## config.mk

```make
export PLATFORM = sky130hd
export DESIGN_NAME = tmr_wavegen
export DESIGN_NICKNAME = d
export VERILOG_FILES = /design/src/rtl/tmr_wavegen.sv
export SDC_FILE = /design/constraint.sdc
export NUM_CORES = 1
export LEC_CHECK = 0
export ABC_AREA = 1
export BUFFER_PORTS_ARGS = -buffer_cell sky130_fd_sc_hd__buf_4
export CAP_MARGIN = 5
export CORE_UTILIZATION = 40
export CTS_CLUSTER_SIZE = 20
export DETAILED_ROUTE_END_ITERATION = 16
export PLACE_DENSITY_LB_ADDON = 0.15
export SLEW_MARGIN = 20
export SYNTH_ARGS = -nofsm -noshare
export SYNTH_HDL_FRONTEND = slang
export SYNTH_SLANG_ARGS = --single-unit
```

## constraint.sdc

```tcl
create_clock -name clk -period 2.3 [get_ports clk]
set_input_delay 0.23 -clock clk [delete_from_list [all_inputs] [get_ports clk]]
set_output_delay 0.23 -clock clk [all_outputs]
set_load 0.02 [all_outputs]
```

## src/rtl/tmr_wavegen.sv

```systemverilog
module tmr_wavegen (
  input  logic       clk,
  input  logic       rst_n,
  input  logic       tick,
  input  logic       wr_en,
  input  logic [2:0] addr,
  input  logic [7:0] wr_data,
  output logic [7:0] rd_data,
  input  logic       port_a,
  input  logic       ddr_a,
  input  logic       port_b,
  input  logic       ddr_b,
  output logic       oc_a,
  output logic       oc_b,
  output logic       ovr_a,
  output logic       ovr_b,
  output logic       pad_a,
  output logic       pad_a_en,
  output logic       pad_b,
  output logic       pad_b_en
);
  logic [1:0] com_a, com_b, wgl;
  logic       wg2;
  logic [7:0] buf_a, buf_b, act_a, act_b, cnt, top;
  logic       pwm, ctc, wrap, match_a, match_b;

  assign pwm     = (wgl == 2'b11);
  assign ctc     = (wgl == 2'b10);
  assign top     = (ctc || (pwm && wg2)) ? act_a : 8'hFF;
  assign wrap    = (cnt == top);
  assign match_a = (cnt == act_a);
  assign match_b = (cnt == act_b);

  function automatic logic next_oc(input logic cur, input logic [1:0] com,
                                   input logic m, input logic ign, input logic w);
    logic r;
    r = cur;
    if (!pwm) begin
      case (com)
        2'b01:   if (m) r = ~cur;
        2'b10:   if (m) r = 1'b0;
        2'b11:   if (m) r = 1'b1;
        default: r = cur;
      endcase
    end else begin
      case (com)
        2'b01:   if (wg2 && m) r = ~cur;
        2'b10:   if (w) r = 1'b1; else if (m && !ign) r = 1'b0;
        2'b11:   if (w) r = 1'b0; else if (m && !ign) r = 1'b1;
        default: r = cur;
      endcase
    end
    return r;
  endfunction

  always_ff @(posedge clk) begin
    if (!rst_n) begin
      com_a <= '0; com_b <= '0; wgl <= '0; wg2 <= 1'b0;
      buf_a <= '0; buf_b <= '0; act_a <= '0; act_b <= '0;
      cnt <= '0; oc_a <= 1'b0; oc_b <= 1'b0;
    end else begin
      if (wr_en) begin
        case (addr)
          3'd0: begin com_a <= wr_data[7:6]; com_b <= wr_data[5:4]; wgl <= wr_data[1:0]; end
          3'd1: wg2 <= wr_data[3];
          3'd2: begin buf_a <= wr_data; if (!pwm) act_a <= wr_data; end
          3'd3: begin buf_b <= wr_data; if (!pwm) act_b <= wr_data; end
          default: ;
        endcase
      end
      if (tick) begin
        cnt  <= wrap ? 8'h00 : cnt + 8'h01;
        oc_a <= next_oc(oc_a, com_a, match_a, act_a == top, wrap);
        oc_b <= next_oc(oc_b, com_b, match_b, act_b == top, wrap);
        if (pwm && wrap) begin
          act_a <= buf_a;
          act_b <= buf_b;
        end
      end
    end
  end

  assign ovr_a    = (com_a != 2'b00) && !(pwm && com_a == 2'b01 && !wg2);
  assign ovr_b    = (com_b != 2'b00) && !(pwm && com_b == 2'b01 && !wg2);
  assign pad_a_en = ddr_a;
  assign pad_b_en = ddr_b;
  assign pad_a    = ovr_a ? oc_a : port_a;
  assign pad_b    = ovr_b ? oc_b : port_b;

  always_comb begin
    case (addr)
      3'd0:    rd_data = {com_a, com_b, 2'b00, wgl};
      3'd1:    rd_data = {4'b0000, wg2, 3'b000};
      3'd2:    rd_data = buf_a;
      3'd3:    rd_data = buf_b;
      3'd4:    rd_data = cnt;
      default: rd_data = 8'h00;
    endcase
  end
endmodule


```

==> results of run 1 <==
through the flow:
step / instances / cell area (um2) / power [mW] / hold WS [ps]
after CTS: 614 / 3497 / 1.736 / 220.5
after detailed placement: 606 / 3397 / 1.159 / 460.1
after global routing: 614 / 3497 / 1.804 / 221.6
after global placement: 606 / 3397 / 1.158 / 460.1
final: 614 / 3497 / 1.725 / 224.4
after floorplan: 488 / 3104 / 1.072 / 392.9
registers in the layout, summed over array words and instances (netlist names):
register and count:
wgl 2, oc_a 1, act_a 8, wg2 1
com_a 2, com_b 2, buf_b 8, oc_b 1
act_b 8, buf_a 8, cnt 8
cells by family (layout without fill, tap and decap cells):
group	count (synthesis)	after routing	synth area share, %
AOI/OAI and AO/OA	109	109	18.74
buffers and inverters	87	114	11.85
and+or+nand+nor	235	235	35.43
DFF	49	49	31.60
adders and majority gates	1	1	0.4030
xor gates and xnor gates	7	7	1.975
worst max-delay path, stage by stage (launching register included):
cell     delay (ps)
dfxtp_1         460
nand2_4         160
nand2_1         150
nand2_1          60
nand2_1          70
nand2_1          60
inv_1            50
nand2_1          80
nor2_4          190
nand3_4         230
buf_4           250
o21ai_1         120
a21oi_1          50
final cells by class:
class	instances	area [um2]	share of cell area, %
sequential	49	980.9	28.05
inverter	69	259.0	7.406
clock inverter	2	17.52	0.5009
clock buffer	6	82.58	2.361
timing repair buffer	37	277.8	7.943
tap	99	123.9	3.542
multi-input combinational	352	1755	50.20
routing by layer:
layer  vias to the layer above  share of wire [%]
met2                        91                 45
met1                      1464                 48
li1                       1647                  -
met3                        16                4.8
met4                         0                2.2
met5                         -                  0
final timing paths:
kind	to	cells after the start	slack, ps
worst min register to register	buf_a[6]	2	490
worst max-delay path	act_a[3]	12	250
worst max register to register	act_a[3]	12	250
worst min-delay path	buf_b[3]	3	220
cells in the final DEF, fill, tap and decap left out:
cell and n:
a21oi_1 49, a21oi_2 3, buf_4 37, clkbuf_8 6, clkinv_1 1, clkinv_4 1
dfxtp_1 49, ha_1 1, inv_1 65, inv_2 3, inv_6 1, nand2_1 131
nand2_2 6, nand2_4 2, nand3_1 37, nand3_2 5, nand3_4 1, nand3b_1 3
nand4_1 11, nand4_2 2, nor2_1 28, nor2_4 3, nor3_1 2, nor3_2 1
nor3b_1 1, o2111ai_1 1, o21ai_0 33, o21ai_1 8, o221ai_1 1, o22ai_1 14
or2_2 2, xnor2_1 2, xor2_1 5
power groups by stage:
stage                     Combinational, mW  Sequential (mW)  Clock [mW]
after floorplan                       0.166            0.906           0
after global placement                0.246            0.912           0
after detailed placement              0.247            0.912           0
after CTS                             0.247            0.893       0.596
after global routing                  0.279            0.897       0.628
final                                 0.247            0.893       0.585
==> reports/metrics.csv, run 1 <==
stage,metric,value,unit
status,status,"finished, final reports clean",
clocking,TritonCTS clock tree,yes,
grt,largest net degree at the start of global routing,36,
synthesis,Yosys warning total,0,
worst_setup_path,CP Launch Type,flop,
clocking,CTS Buf Count,5,
pwr,NetSw,514.0,uW
synthesis,async set-reset flop share out of synthesis,0,%
timing,period utilization,88.99,%
pwr,VDD IR-drop max,0.3764,mV
min_path,Min-Delay Path Class,input pin to flop,
placed_design,pre-CTS setup slack,272.4,ps
die,num ports,35,
worst_setup_path,critical path endpoint category,flop,
synthesis,Synth area leaders,"dfxtp_1 32%, nand2_1 16%, a21oi_1 7.9%",
detailed_routing,Post-DRT Antenna Nets,0,
clocking,worst-skew pair later-pin latency,310,ps
pwr,clock share of power,33.9,%
detailed_routing,drt wl/cell,15.25,um
timing,Hold Fails Final Rpt,0,
synthesis,cell count after synthesis,488,
placed_design,DPL Wire Length,7370,um
die,CORE AREA,0.007370,mm2
timing,unrepaired setup endpoints after global routing,false,
grt,vias in the first global route,3070,
detailed_routing,DR iter-0 viols,208,
detailed_routing,DR vias,3218,
grt,first-pass GRT wire length,15550,um
clocking,hold_buf cts,0,
cells_and_area,nets,534,
cells_and_area,layout overhead on the synthesized area,12.66,%
timing,Clock Skews,13.13,ps
synthesis,"count leader, synth",nand2_1,
grt,met3 Track Usage GR,3.469,%
clocking,Root Buffer Master,clkbuf_8,
pwr,P_leak,1.509,nW
grt,GRT Residual Overflow,0,
worst_setup_path,Worst Setup Path Type,flop to flop,
cells_and_area,Post-Route Utilization,47.45,%
synthesis,synth unique cells,33,
grt,grt met1 use,33.18,%
die,Die X,90.10,um
grt,Top Usage Layer GRT,met2,
worst_setup_path,CP required,2490,ps
die,Die Height,90.10,um
die,initial core utilization,42.12,%
synthesis,"Top FF cell, synth",dfxtp_1,
synthesis,Post-synth EDFFs,0,
synthesis,Syn Std Cell Area,0.003104,mm2
detailed_routing,Post-Route WL,9361,um
grt,initial antenna violation count,0,
worst_setup_path,Max Fanout on Critical Path,16,
detailed_routing,Via density,5.241,
timing,final worst slack,253.2,ps
timing,Rel. slew slack,63.51,%
clocking,H-tree level count,2,
timing,Period minus WS final,2047,ps
timing,setup violators final,0,
synthesis,synth cell count leaders,"131 x nand2_1, 65 x inv_1, 49 x a21oi_1, 49 x dfxtp_1, 37 x nand3_1",
worst_setup_path,worst path arrival time,2240,ps
worst_setup_path,RR Startpoint,wgl[0],
clocking,# clock sinks,49,
pwr,combinational share of power,14.3,%
timing,final max-slew violation count,0,
synthesis,register bit total from synthesis,49,
detailed_routing,DRC errors left,0,
clocking,clock transition at the registers of the reported paths,100,ps
synthesis,Mapped Nets,508,
timing,Worst-Margin Slew,545.4,ps
grt,total track usage,24.24,%
clocking,Clock Tree Buf Depth,2,
placed_design,Port Buf Inserts,30,
clocking,Post-CTS Repair Setup Buffers,0,
cells_and_area,Antenna diodes,0,
die,die area,0.008117,mm2
clocking,post_cts resized,0,
cells_and_area,fraction of layout instances using a drive strength above 1,14.17,%
placed_design,GPL Wtd Cong,0.9486,
synthesis,syn avg cell area,6.361,um2
synthesis,Yosys top cell by area,dfxtp_1,
run,max-cap viol count,0,
timing,Fmax achieved,488.6,MHz
pwr,Seq pwr share,51.8,%
grt,met2 usage,39.19,%
min_path,min-delay src,wr_data[3],
die,Rows,31,
pwr,Int Power,1.211,mW
worst_setup_path,CP Launch Point,wgl[0],
pwr,Pwr Density,493.4,mW/mm2
cells_and_area,fillers,817,
synthesis,post-synth top area share,31.60,%
pwr,sw frac,29.79,%
detailed_routing,DR pass1 iterations,5,
timing,Post-Route Setup TNS,0,ps
synthesis,sequential area share after synthesis,31.60,%
No activity file was read; power rests on OpenSTA's default activity.
==> run 2: changes to the inputs <==
Settings changed: CORE_ASPECT_RATIO set to 1.25, MAX_ROUTING_LAYER set to met4.
==> run 2 against run 1 <==
Against the previous run:
- sequential power is essentially flat
- clock skew grew 2.5 ps
- first-iteration DRC count shrank 5.8%
- fmax grew 1.7%
==> reports/metrics.csv, run 2 (same netlist as run 1, synthesis figures left out) <==
stage,metric,value,unit
grt,initial antenna violation count,0,
clocking,TritonCTS clock tree,yes,
die,num ports,35,
timing,final max-slew violation count,0,
worst_setup_path,"Largest stage delay, worst path",410,ps
worst_setup_path,Worst Setup Path Type,flop to flop,
min_path,Min-Delay Path Class,input pin to flop,
clocking,H-tree level count,2,
clocking,CTS Buf Count,5,
detailed_routing,drt wl/cell,16.31,um
cells_and_area,fraction of layout instances using a drive strength above 1,14.37,%
timing,unrepaired setup endpoints after global routing,false,
clocking,hold_buf cts,0,
status,status,"finished, final reports clean",
timing,Fmax achieved,497.0,MHz
detailed_routing,DR iter-0 viols,196,
clocking,worst-skew pair later-pin latency,310,ps
grt,largest net degree at the start of global routing,36,
timing,Hold Fails Final Rpt,0,
timing,Clock Skews,15.68,ps
grt,first-pass GRT wire length,15170,um
pwr,P_leak,1.512,nW
pwr,Pwr Density,511.7,mW/mm2
clocking,clock transition at the registers of the reported paths,100,ps
grt,vias in the first global route,2937,
placed_design,GPL Wtd Cong,1.015,
cells_and_area,nets,534,
die,CORE AREA,0.007445,mm2
grt,total track usage,25.88,%
pwr,Power Total,1.793,mW
die,die area,0.008119,mm2
clocking,Clock Tree Buf Depth,2,
die,Rows,35,
grt,GRT Residual Overflow,0,
timing,Worst-Margin Slew,578.8,ps
detailed_routing,Via density,5.474,
worst_setup_path,CP Launch Type,flop,
detailed_routing,DR pass1 iterations,5,
timing,setup violators final,0,
placed_design,DPL Wire Length,7701,um
cells_and_area,Antenna diodes,0,
detailed_routing,Post-DRT Antenna Nets,0,
worst_setup_path,Buf/Inv on CP,1,
die,Die Height,100.5,um
worst_setup_path,Max Fanout on Critical Path,15,
placed_design,Port Buf Inserts,30,
worst_setup_path,Crit path max-delay family,simple AND/OR/NAND/NOR gates,
detailed_routing,DRC errors left,0,
worst_setup_path,Critical-path top delay cell,dfxtp_1,
clocking,# clock sinks,49,
worst_setup_path,CP required,2490,ps
detailed_routing,DR vias,3323,
clocking,Root Buffer Master,clkbuf_8,
timing,Hold WS,246.4,ps
worst_setup_path,"setup slack, reg-to-reg",290,ps
detailed_routing,Post-Route WL,9898,um
timing,period utilization,87.49,%
cells_and_area,"commonest non-fill, non-tap cell in the layout",nand2_1,
die,Die X,80.80,um
run,max-cap viol count,0,
worst_setup_path,worst path arrival time,2210,ps
worst_setup_path,worst-path cell chain,buf_4 -> nand3_1 -> nand2_1 -> nand2_2 -> nor2_4 -> nand2_2 -> nor2_4 -> nand3_2 -> o21ai_1 -> a21oi_1,
cells_and_area,most frequent cells in the layout,"131 x nand2_1, 65 x inv_1, 49 x a21oi_1",
die,initial core utilization,41.70,%
timing,Post-Route Setup TNS,0,ps
cells_and_area,layout overhead on the synthesized area,12.90,%
timing,Period minus WS final,2012,ps
pwr,VDD IR-drop max,0.2842,mV
worst_setup_path,critical path endpoint category,flop,
timing,Rel. slew slack,61.27,%
## run 2: repair_timing
action,CTS,global route
gates resized for setup,0,1
endpoints found under the setup margin,0,10
buffers inserted,0,0
## run 2: final timing paths
path | startpoint | to | depth (start not counted)
min reg2reg | buf_a[4] | buf_a[4] | 2
min | wr_data[1] | buf_b[1] | 3
max reg2reg | wgl[1] | act_a[4] | 10
max | wgl[1] | act_a[4] | 10
## run 2: worst min-delay path: cells and delay by family
kind | cells | cell delay [ps]
AO/OA/AOI/OAI | 2 | 180
buffers and inverters | 1 | 110
## run 2: layout make-up
| class | instances | area [um2] |
|---|---|---|
| flip-flops and latches | 49 | 982.2 |
| repair buffers | 36 | 270.3 |
| well taps | 92 | 115.1 |
| clock inverters | 3 | 43.79 |
| multi-input cells | 353 | 1765 |
| fillers | 788 | 3940 |
| inverters | 69 | 259.0 |
| clock buffers | 5 | 68.82 |
## run 2: power breakdown
group	total [mW]	internal [mW]	switching [mW]
Clock	0.644	0.327	0.317
Sequential	0.893	0.871	0.0226
Combinational	0.256	0.0901	0.166
## run 2: stage by stage
stage	area [um2]	std cells	worst slack [ps]	util, %
CTS	3493	606	117.5	46.92
global route	3505	607	91.96	47.08
detailed placement	3381	598	149.4	45.41
finish	3505	607	287.8	47.08
floorplan	3104	488	307.2	-
global placement	3381	598	159.9	45.41
## run 2: metal layers
layer | part of all wire, % | up-vias | global-route usage, %
met3 | 4.9 | 29 | 2.896
li1 | - | 1649 | -
met1 | 44 | 1513 | 32.27
met2 | 47 | 132 | 41.00
met4 | 4.6 | 0 | 13.19
met5 | 0 | - | -
==> run 3: changes to the inputs <==
Settings changed: GPL_TIMING_DRIVEN set to 0, PLACE_DENSITY set to 0.56, PLACE_DENSITY_LB_ADDON 0.15 to not set.
==> run 3 against run 2 <==
Against the previous run:
- global-route usage is 1.3 points higher
- combinational power is 4% higher
- via count is 1.6% lower
- first-iteration DRC count is 7.1% higher
- critical path type is now flop to primary output
- setup slack worse by 120 ps
- clock-buffer cell count is 1 higher
- cell count is 2.0% higher
- total power is 2.9% lower
- non-clock buffer count is 13 higher
- sequential share of layout area is 0.41 points lower
- sequential power hardly changed
- design area is 1.4% higher
==> reports/metrics.csv, run 3 (same netlist as run 1, synthesis figures left out) <==
stage,metric,value,unit
worst_setup_path,critical path endpoint category,primary output,
clocking,Root Buffer Master,clkbuf_8,
timing,unrepaired setup endpoints after global routing,false,
worst_setup_path,RR Startpoint,wgl[0],
detailed_routing,drt wl/cell,16.22,um
cells_and_area,Post-Route Utilization,47.71,%
pwr,VDD IR-drop max,0.2371,mV
clocking,worst-skew pair later-pin latency,320,ps
timing,Hold Fails Final Rpt,0,
grt,largest net degree at the start of global routing,17,
die,num ports,35,
detailed_routing,DR vias,3270,
placed_design,Port Buf Inserts,31,
timing,Clock Skews,12.02,ps
detailed_routing,Post-Route WL,10040,um
detailed_routing,Via density,5.283,
placed_design,GPL Wtd Cong,0.9270,
clocking,Post-CTS Repair Setup Buffers,0,
die,Die X,80.80,um
worst_setup_path,"setup slack, reg-to-reg",220,ps
timing,Hold WS,218.1,ps
clocking,Clock Tree Buf Depth,2,
status,status,"finished, final reports clean",
min_path,min-delay src,wr_data[3],
clocking,post_cts resized,0,
grt,initial antenna violation count,0,
timing,Period minus WS final,2128,ps
cells_and_area,layout overhead on the synthesized area,14.43,%
placed_design,"Cell Area, Placed",0.003452,mm2
grt,GRT Residual Overflow,0,
run,max-cap viol count,0,
cells_and_area,most frequent cells in the layout,"131 x nand2_1, 65 x inv_1, 49 x a21oi_1, 49 x dfxtp_1, 37 x nand3_1",
timing,final max-slew violation count,0,
worst_setup_path,Max Fanout on Critical Path,10,
min_path,Min-Delay Path Class,input pin to flop,
pwr,Pwr Density,490.3,mW/mm2
worst_setup_path,worst path arrival time,1900,ps
cells_and_area,Antenna diodes,0,
detailed_routing,Post-DRT Antenna Nets,0,
cells_and_area,fraction of layout instances using a drive strength above 1,14.99,%
clocking,TritonCTS clock tree,yes,
cells_and_area,nets,546,
timing,Post-Route Setup TNS,0,ps
grt,first-pass GRT wire length,15810,um
clocking,hold_buf cts,0,
pwr,P_leak,1.545,nW
grt,total track usage,27.21,%
timing,Rel. slew slack,57.59,%
timing,Fmax achieved,469.8,MHz
die,Die Height,100.5,um
worst_setup_path,RR Endpoint,act_a[6],
clocking,CTS Buf Count,5,
detailed_routing,DR pass1 iterations,5,
min_path,hold endpoint,buf_b[3],
die,CORE AREA,0.007445,mm2
worst_setup_path,CP required,2070,ps
clocking,H-tree level count,2,
placed_design,DPL Wire Length,8047,um
clocking,clock transition at the registers of the reported paths,110,ps
pwr,Power Total,1.741,mW
die,Rows,35,
timing,period utilization,92.54,%
cells_and_area,Final Instance Area,0.003552,mm2
worst_setup_path,worst r2r path cells,12,
worst_setup_path,CP Launch Type,flop,
die,initial core utilization,41.70,%
cells_and_area,"commonest non-fill, non-tap cell in the layout",nand2_1,
worst_setup_path,Worst Setup Path Type,flop to primary output,
die,die area,0.008119,mm2
detailed_routing,DR iter-0 viols,210,
timing,Worst-Margin Slew,632.7,ps
timing,setup violators final,0,
grt,vias in the first global route,2978,
detailed_routing,DRC errors left,0,
clocking,# clock sinks,49,
min_path,Hold Path Stages,3,
-- run 3: final cells by class --
| type | count | area, um2 |
|---|---|---|
| Buffer | 18 | 108.9 |
| Clock buffer | 6 | 82.58 |
| Clock inverter | 2 | 17.52 |
| Fill cell | 773 | 3892 |
| Inverter | 69 | 259.0 |
| Multi-Input combinational cell | 352 | 1755 |
| Sequential cell | 49 | 980.9 |
| Tap cell | 92 | 115.1 |
| Timing Repair Buffer | 31 | 232.7 |
-- run 3: routing by layer --
| layer | global-route usage, % | part of all wire, % | vias to the layer above |
|---|---|---|---|
| li1 | - | - | 1676 |
| met5 | - | 0 | - |
| met3 | 2.805 | 4.9 | 16 |
| met4 | 8.242 | 2.6 | 0 |
| met2 | 47.59 | 50 | 114 |
| met1 | 32.52 | 42 | 1464 |
-- run 3: stage by stage --
step           setup slack (ps)  instances
2_1_floorplan             307.2        488
3_3_place_gp              198.3        611
3_5_place_dp              181.4        611
4_1_cts                   184.9        619
5_1_grt                   12.60        619
6_report                  171.6        619
-- run 3: power by group --
part	switching, mW	internal, mW	total (mW)	leakage, nW
logic	0.168	0.0965	0.265	1.10
clock network	0.333	0.251	0.584	0.0518
registers	0.0219	0.871	0.893	0.397
-- run 3: worst max-delay path, stage by stage, from the launching register on --
cell	delay [ps]
dfxtp_1	320
buf_4	180
buf_6	160
inv_1	130
nor2_1	70
o21ai_0	360
nor2_1	70
a21oi_1	130
buf_4	160
-- run 3: worst max path at each step --
stage	start	to	slack, ps
4_1_cts	wgl[1]	pad_b	180
3_5_place_dp	addr[0]	act_a[5]	180
5_1_grt	wgl[1]	pad_a	10
2_1_floorplan	wgl[1]	pad_a	310
6_report	wgl[1]	pad_b	170
3_3_place_gp	addr[0]	act_a[3]	200
